File: config.mk
export PLATFORM = sky130hd
export DESIGN_NAME = sdseq_xfer_ctrl
export DESIGN_NICKNAME = d
export VERILOG_FILES = /design/src/rtl/sdseq_pkg.sv /design/src/rtl/sdseq_clk_gate.sv /design/src/rtl/sdseq_blk_count.sv /design/src/rtl/sdseq_rd_timeout.sv /design/src/rtl/sdseq_xfer_ctrl.sv
export SDC_FILE = /design/constraint.sdc
export NUM_CORES = 1
export LEC_CHECK = 0
export ABC_AREA = 1
export ABC_CLOCK_PERIOD_IN_PS = 1800
export CAP_MARGIN = 15
export CORE_MARGIN = 2
export CORE_UTILIZATION = 50
export CTS_CLUSTER_SIZE = 10
export DETAILED_ROUTE_END_ITERATION = 10
export PLACE_DENSITY = 0.85
export REMOVE_ABC_BUFFERS = 1
export SYNTH_ARGS = -nofsm -noshare
export SYNTH_HDL_FRONTEND = slang
export SYNTH_SLANG_ARGS = --single-unit
File: constraint.sdc
create_clock -name clk -period 1.8 [get_ports clk]
set_clock_uncertainty 0.05 [all_clocks]
set_input_delay 0.45 -clock clk [delete_from_list [all_inputs] [get_ports clk]]
set_output_delay 0.45 -clock clk [all_outputs]
set_load 0.01 [all_outputs]
File: src/rtl/sdseq_pkg.sv
package sdseq_pkg;
    typedef enum logic [2:0] {
        S_IDLE  = 3'd0,
        S_XFER  = 3'd1,
        S_PAUSE = 3'd2,
        S_STOP  = 3'd3,
        S_BUSY  = 3'd4
    } seq_state_t;
endpackage

File: src/rtl/sdseq_clk_gate.sv
module sdseq_clk_gate (
    input  logic clk,
    input  logic rst_n,
    input  logic in_xfer,
    input  logic in_stop,
    input  logic dir_rd,
    input  logic buf_full,
    input  logic buf_empty,
    output logic gate_ok,
    output logic clk_en,
    output logic clk_off
);
    // Buffer can take or give a word in the current direction
    assign gate_ok = dir_rd ? !buf_full : !buf_empty;
    // A pending stop command always gets a running clock
    assign clk_en  = (in_xfer && gate_ok) || in_stop;
    assign clk_off = in_xfer && !gate_ok;

    assert_gated_clock_R3: assert property (@(posedge clk) disable iff (!rst_n)
        (in_xfer && (dir_rd ? buf_full : buf_empty)) |-> !clk_en);
    assert_stop_clock_R8: assert property (@(posedge clk) disable iff (!rst_n)
        in_stop |-> (clk_en && !clk_off));
endmodule

File: src/rtl/sdseq_blk_count.sv
module sdseq_blk_count #(
    parameter int CNT_W     = 16,
    parameter int BLK_WORDS = 128
) (
    input  logic             clk,
    input  logic             rst_n,
    input  logic             load,
    input  logic [CNT_W-1:0] cnt_val,
    input  logic             cnt_en,
    input  logic             stb,
    output logic             blk_end,
    output logic             last_blk
);
    localparam int WI_W = (BLK_WORDS > 1) ? $clog2(BLK_WORDS) : 1;
    localparam logic [WI_W-1:0] LAST_WI = WI_W'(BLK_WORDS - 1);
    localparam logic [CNT_W:0]  MAX_BLK = {1'b1, {CNT_W{1'b0}}};

    logic [WI_W-1:0] word_idx;
    logic [CNT_W:0]  left;
    logic            en_q;

    assign blk_end  = stb && (word_idx == LAST_WI);
    assign last_blk = en_q && (left == {{CNT_W{1'b0}}, 1'b1});

    always_ff @(posedge clk or negedge rst_n) begin
        if (!rst_n) begin
            word_idx <= '0;
            left     <= '0;
            en_q     <= 1'b0;
        end else if (load) begin
            word_idx <= '0;
            left     <= (cnt_val == '0) ? MAX_BLK : {1'b0, cnt_val};
            en_q     <= cnt_en;
        end else if (stb) begin
            word_idx <= blk_end ? '0 : word_idx + 1'b1;
            if (blk_end && en_q)
                left <= left - 1'b1;
        end
    end

    assert_no_underflow_R2: assert property (@(posedge clk) disable iff (!rst_n)
        (blk_end && en_q) |-> (left != '0));
endmodule

File: src/rtl/sdseq_rd_timeout.sv
module sdseq_rd_timeout #(
    parameter int TMO_CYC = 1024
) (
    input  logic clk,
    input  logic rst_n,
    input  logic clr,
    input  logic watch,
    output logic tmo_flag
);
    localparam int TC_W = $clog2(TMO_CYC + 1);
    localparam logic [TC_W-1:0] TC_LAST = TC_W'(TMO_CYC - 1);

    logic [TC_W-1:0] idle_cnt;

    always_ff @(posedge clk or negedge rst_n) begin
        if (!rst_n) begin
            idle_cnt <= '0;
            tmo_flag <= 1'b0;
        end else if (clr) begin
            idle_cnt <= '0;
            tmo_flag <= 1'b0;
        end else if (watch) begin
            if (idle_cnt == TC_LAST)
                tmo_flag <= 1'b1;
            else
                idle_cnt <= idle_cnt + 1'b1;
        end else begin
            idle_cnt <= '0;
        end
    end

    assert_tmo_cause_R10: assert property (@(posedge clk) disable iff (!rst_n)
        $rose(tmo_flag) |-> $past(watch));
endmodule

File: src/rtl/sdseq_xfer_ctrl.sv
module sdseq_xfer_ctrl
    import sdseq_pkg::*;
#(
    parameter int CNT_W     = 16,
    parameter int BLK_WORDS = 128,
    parameter int TMO_CYC   = 1024
) (
    input  logic             clk,
    input  logic             rst_n,
    input  logic             start,
    input  logic [CNT_W-1:0] blk_cnt,
    input  logic             cnt_en,
    input  logic             dir_rd,
    input  logic             gap_req,
    input  logic             cont_req,
    input  logic             abort_req,
    input  logic             buf_full,
    input  logic             buf_empty,
    input  logic             card_vld,
    input  logic             dat0,
    output logic             card_clk_en,
    output logic             buf_stb,
    output logic             stop_cmd,
    output logic             clk_off,
    output logic             xfer_done,
    output logic             dat0_busy,
    output logic             busy_end_irq,
    output logic             rd_tmo
);
    seq_state_t st, st_nx;
    logic dir_q, gap_pend, done_q;
    logic gate_ok, blk_end, last_blk;
    logic go, resume, in_xfer, in_stop, tmo_watch;

    assign in_xfer = (st == S_XFER);
    assign in_stop = (st == S_STOP);
    assign go      = (st == S_IDLE) && start;
    assign resume  = (st == S_PAUSE) && cont_req && !abort_req;

    sdseq_clk_gate u_gate (
        .clk      (clk),
        .rst_n    (rst_n),
        .in_xfer  (in_xfer),
        .in_stop  (in_stop),
        .dir_rd   (dir_q),
        .buf_full (buf_full),
        .buf_empty(buf_empty),
        .gate_ok  (gate_ok),
        .clk_en   (card_clk_en),
        .clk_off  (clk_off)
    );

    sdseq_blk_count #(.CNT_W(CNT_W), .BLK_WORDS(BLK_WORDS)) u_count (
        .clk     (clk),
        .rst_n   (rst_n),
        .load    (go),
        .cnt_val (blk_cnt),
        .cnt_en  (cnt_en),
        .stb     (buf_stb),
        .blk_end (blk_end),
        .last_blk(last_blk)
    );

    assign tmo_watch = in_xfer && dir_q && gate_ok && !card_vld;

    sdseq_rd_timeout #(.TMO_CYC(TMO_CYC)) u_tmo (
        .clk     (clk),
        .rst_n   (rst_n),
        .clr     (go),
        .watch   (tmo_watch),
        .tmo_flag(rd_tmo)
    );

    // State register
    always_ff @(posedge clk or negedge rst_n) begin
        if (!rst_n) st <= S_IDLE;
        else        st <= st_nx;
    end

    // Next-state logic
    always_comb begin
        st_nx = st;
        unique case (st)
            S_IDLE:  if (start) st_nx = S_XFER;
            S_XFER: begin
                if (abort_req)                          st_nx = S_STOP;
                else if (blk_end && last_blk)           st_nx = S_STOP;
                else if (blk_end && (gap_pend || gap_req)) st_nx = S_PAUSE;
            end
            S_PAUSE: begin
                if (abort_req)     st_nx = S_STOP;
                else if (cont_req) st_nx = S_XFER;
            end
            S_STOP:  st_nx = S_BUSY;
            S_BUSY:  if (dat0) st_nx = S_IDLE;
            default: st_nx = S_IDLE;
        endcase
    end

    // Outputs
    always_comb begin
        buf_stb      = 1'b0;
        stop_cmd     = 1'b0;
        busy_end_irq = 1'b0;
        unique case (st)
            S_XFER:  buf_stb = gate_ok && !abort_req && (dir_q ? card_vld : 1'b1);
            S_STOP:  stop_cmd = 1'b1;
            S_BUSY:  busy_end_irq = dat0;
            default: ;
        endcase
    end

    assign dat0_busy = !dat0;
    assign xfer_done = done_q;

    always_ff @(posedge clk or negedge rst_n) begin
        if (!rst_n) begin
            dir_q    <= 1'b0;
            gap_pend <= 1'b0;
            done_q   <= 1'b0;
        end else begin
            if (go) dir_q <= dir_rd;
            if (go || st_nx != S_XFER)  gap_pend <= 1'b0;
            else if (in_xfer && gap_req) gap_pend <= 1'b1;
            if (go || resume)
                done_q <= 1'b0;
            else if ((in_xfer && st_nx == S_PAUSE) || (st == S_BUSY && dat0))
                done_q <= 1'b1;
        end
    end

    assert_pause_at_gap_R4: assert property (@(posedge clk) disable iff (!rst_n)
        (in_xfer && st_nx == S_PAUSE) |-> blk_end);
    assert_abort_stops_R7: assert property (@(posedge clk) disable iff (!rst_n)
        (abort_req && (st == S_XFER || st == S_PAUSE)) |=> (stop_cmd && !buf_stb));
    assert_abort_no_stb_R7: assert property (@(posedge clk) disable iff (!rst_n)
        abort_req |-> !buf_stb);
    assert_busy_end_dat0_R9: assert property (@(posedge clk) disable iff (!rst_n)
        busy_end_irq |=> (xfer_done && st == S_IDLE));
    assert_stb_buffer_ok_R3: assert property (@(posedge clk) disable iff (!rst_n)
        buf_stb |-> (dir_q ? !buf_full : !buf_empty));
endmodule

==> flow_summary.toml <==
[clock_network]
cts_max_level = 2
path_clk_slew_ns = 0.08
cts_hold_buf = 0
root_buffer = "clkbuf_8"
cts_tree = "done"
clkSinkCount = 43
cts_max_path_buffers = 2
numCtsBuffers = 5
clk_latency_ns = 0.31

[global_routing]
grt_max_degree = 44
grt_overflow = 0
track_usage = 0.262
grt_pass1_wl_mm = 12.4
grt_pass1_vias = 2834
antenna_found_initial = 0

[worst_setup_path]
crit_fanout = 5
critPathLaunch = "u_tmo.idle_cnt[1]$_DFFE_PN0P_"
worstPathRequired_ns = 1.97
crit_arrival_ns = 2.05
start_kind = "register"
r2r-start = "u_tmo.idle_cnt[1]$_DFFE_PN0P_"
critPathKind = "register to register"
endpoint_kind = "register"

[floorplan]
core_area_um2 = 5070
rows = 26
pin_count = 36
dieWidth_um = 76.3
start_util = 0.514
die_y_um = 76.3
dieArea_um2 = 5810

[placement]
place.gp.congestion = 0.846
dp_hpwl_mm = 5.00
io_buffers = 35

[detailed_routing]
drt-total-wl_mm = 9.14
drc = 0
wire_per_inst_um = 17.0
vias = 3094
antenna_left = 0
drt_pre_antenna_iters = 5
routed_via_density = 5.76
drt_iter0_drc = 278

[timing]
tightestPinTransition_ns = 0.419
fin_ws_ns = -0.0772
rsz0062_at_grt = "yes"
setup_viol = 10
slew_headroom = 0.718
fin_crit_sh = 1.04
drv_slew = 0
post-route-min-period_ns = 1.88
finalHoldViolations = 0
fmax_ghz = 0.533

[yosys]
synth_ff_type = "dfrtp_1"
yosysMostFrequentCell = "nand2_1"
yosysTopAreaCell = "dfrtp_1"
synth_area_leaders = "dfrtp_1 41%, nand2_1 12%, nor2_1 6.5%"
synthTopCellsByCount = "85 x nand2_1, 45 x nor2_1, 43 x dfrtp_1"
synth_cell_types = 39
syn_area_um2 = 2610
synth_warnings = 0
syn_area_per_cell_um2 = 7.50
synth_top_area_frac = 0.412
seq_area_frac_synth = 0.412
ys_seq_elements = 43
syn_inst = 348
async_flop_share = 1.00
synth_edf_count = 0

[run_status]
outcome = "finished, violations left"
violations = "negative setup slack"

[power]
powerDensity_nw_per_um2 = 1200
clkPwrFrac = 0.127
p_comb_frac = 0.553
power_w = 0.00490
leakagePower_nw = 1.94
switching_share = 0.441
vdd_drop_max_mv = 0.925
p_sw_w = 0.00216
cellInternalPower_w = 0.00274
seqPwrFrac = 0.320

[finish]
antenna_cells = 0
final_nets = 498
area_growth_pct = 56.5
postLayoutCoreUtil = 0.805
drive_gt1_frac = 0.377

[run]
maxCapViolations = 0

[hold_path]
hold_class = "primary input to asynchronous set/reset pin"
-- cells by family (layout without fill, tap and decap cells) --
group,count (synthesis),count (layout),synth area share
adders and majority gates,4,4,0.0192
xor gates and xnor gates,8,8,0.0268
buffers and inverters,44,163,0.0681
DFF,43,43,0.412
AOI/OAI and AO/OA,58,58,0.129
and+or+nand+nor,191,191,0.344
-- worst paths after layout --
path	slack, ns	end	cells past startpoint
max	-0.08	u_tmo.idle_cnt[0]$_DFFE_PN0P_	9
min	0.05	u_count.word_idx[6]$_DFFE_PN0P_	2
max in group asynchronous	1.42	u_count.left[9]$_DFFE_PN0P_	2
min reg2reg	0.44	u_tmo.tmo_flag$_DFFE_PN0P_	2
max reg2reg	-0.08	u_tmo.idle_cnt[0]$_DFFE_PN0P_	9
min in group clk	0.44	u_tmo.tmo_flag$_DFFE_PN0P_	2
-- routing by layer --
metal  GRT usage  routed length [µm]
met3      0.0604                 649
met5           0                   0
met1       0.312                3360
met4       0.107                 354
met2       0.458                4770
-- placed cells by master, fill, tap and decap left out, drive strengths merged --
cell	count
o31ai	4
o22ai	1
or2	2
nor3b	1
nand3b	4
xor2	7
dlygate4sd2	4
nand4	7
and3	1
clkdlybuf4s15	1
o221ai	1
nor2	49
clkdlybuf4s50	24
a41oi	1
o211ai	4
nand2	89
a21oi	26
nor4	6
clkinv	2
inv	39
clkbuf	7
a22oi	1
o21ai	16
dfrtp	43
buf	86
nor3	8
xnor2	1
or4	1
nand3	23
ha	4
a31oi	4
-- through the flow --
stage / setup TNS [ns] / worst slack [ns] / area [µm²] / hold WS [ns] / std cells
2_1_floorplan: -3.96 / -0.357 / 2580 / 0.104 / 344
3_3_place_gp: -14.94 / -0.630 / 3450 / 0.391 / 502
3_5_place_dp: -16.79 / -0.655 / 3450 / 0.397 / 502
4_1_cts: 0 / 0.000504 / 3770 / 0.0675 / 532
5_1_grt: -2.42 / -0.181 / 4090 / 0.0754 / 537
6_report: -0.429 / -0.0772 / 4090 / 0.0522 / 537
-- sequential cells by signal, indices dropped and copies added (netlist names) --
signal and cells:
u_count.left 17, u_tmo.idle_cnt 11, u_count.word_idx 7, st 3, dir_q 1, gap_pend 1, u_count.en_q 1, u_tmo.tmo_flag 1
xfer_done 1
-- area by class of cell --
class	count	area, µm²
multi-input cells	261	1660
flip-flops and latches	43	1080
repair buffers	115	1020
fillers	320	990
inverters	40	160
well taps	70	87.6
clock buffers	7	76.3
clock inverters	1	5.00
-- critical path, stage by stage (launching register included) --
cell	delay, ns
dfrtp_1	0.38
ha_2	0.19
nand3_2	0.08
nor2_2	0.11
nand2_1	0.07
nor2_2	0.13
nand2_2	0.14
nor3_4	0.27
nand3_4	0.16
a21oi_1	0.21
-- power groups by stage --
stage	sequential [W]	clock, W	combinational, W
floorplan	0.00146	0	0.00118
global placement	0.00149	0	0.00205
detailed placement	0.00151	0	0.00213
CTS	0.00149	0.000620	0.00228
global route	0.00159	0.000665	0.00293
finish	0.00157	0.000621	0.00271
-- timing repair --
item                                    CTS  global route
buffers inserted                         22             8
endpoints found under the hold margin     0             0
gates resized for setup                  50            79
endpoints found under the setup margin   43            37
cloned                                    1             0
pin swaps                                13            24
(Power assumes the default switching activity.)
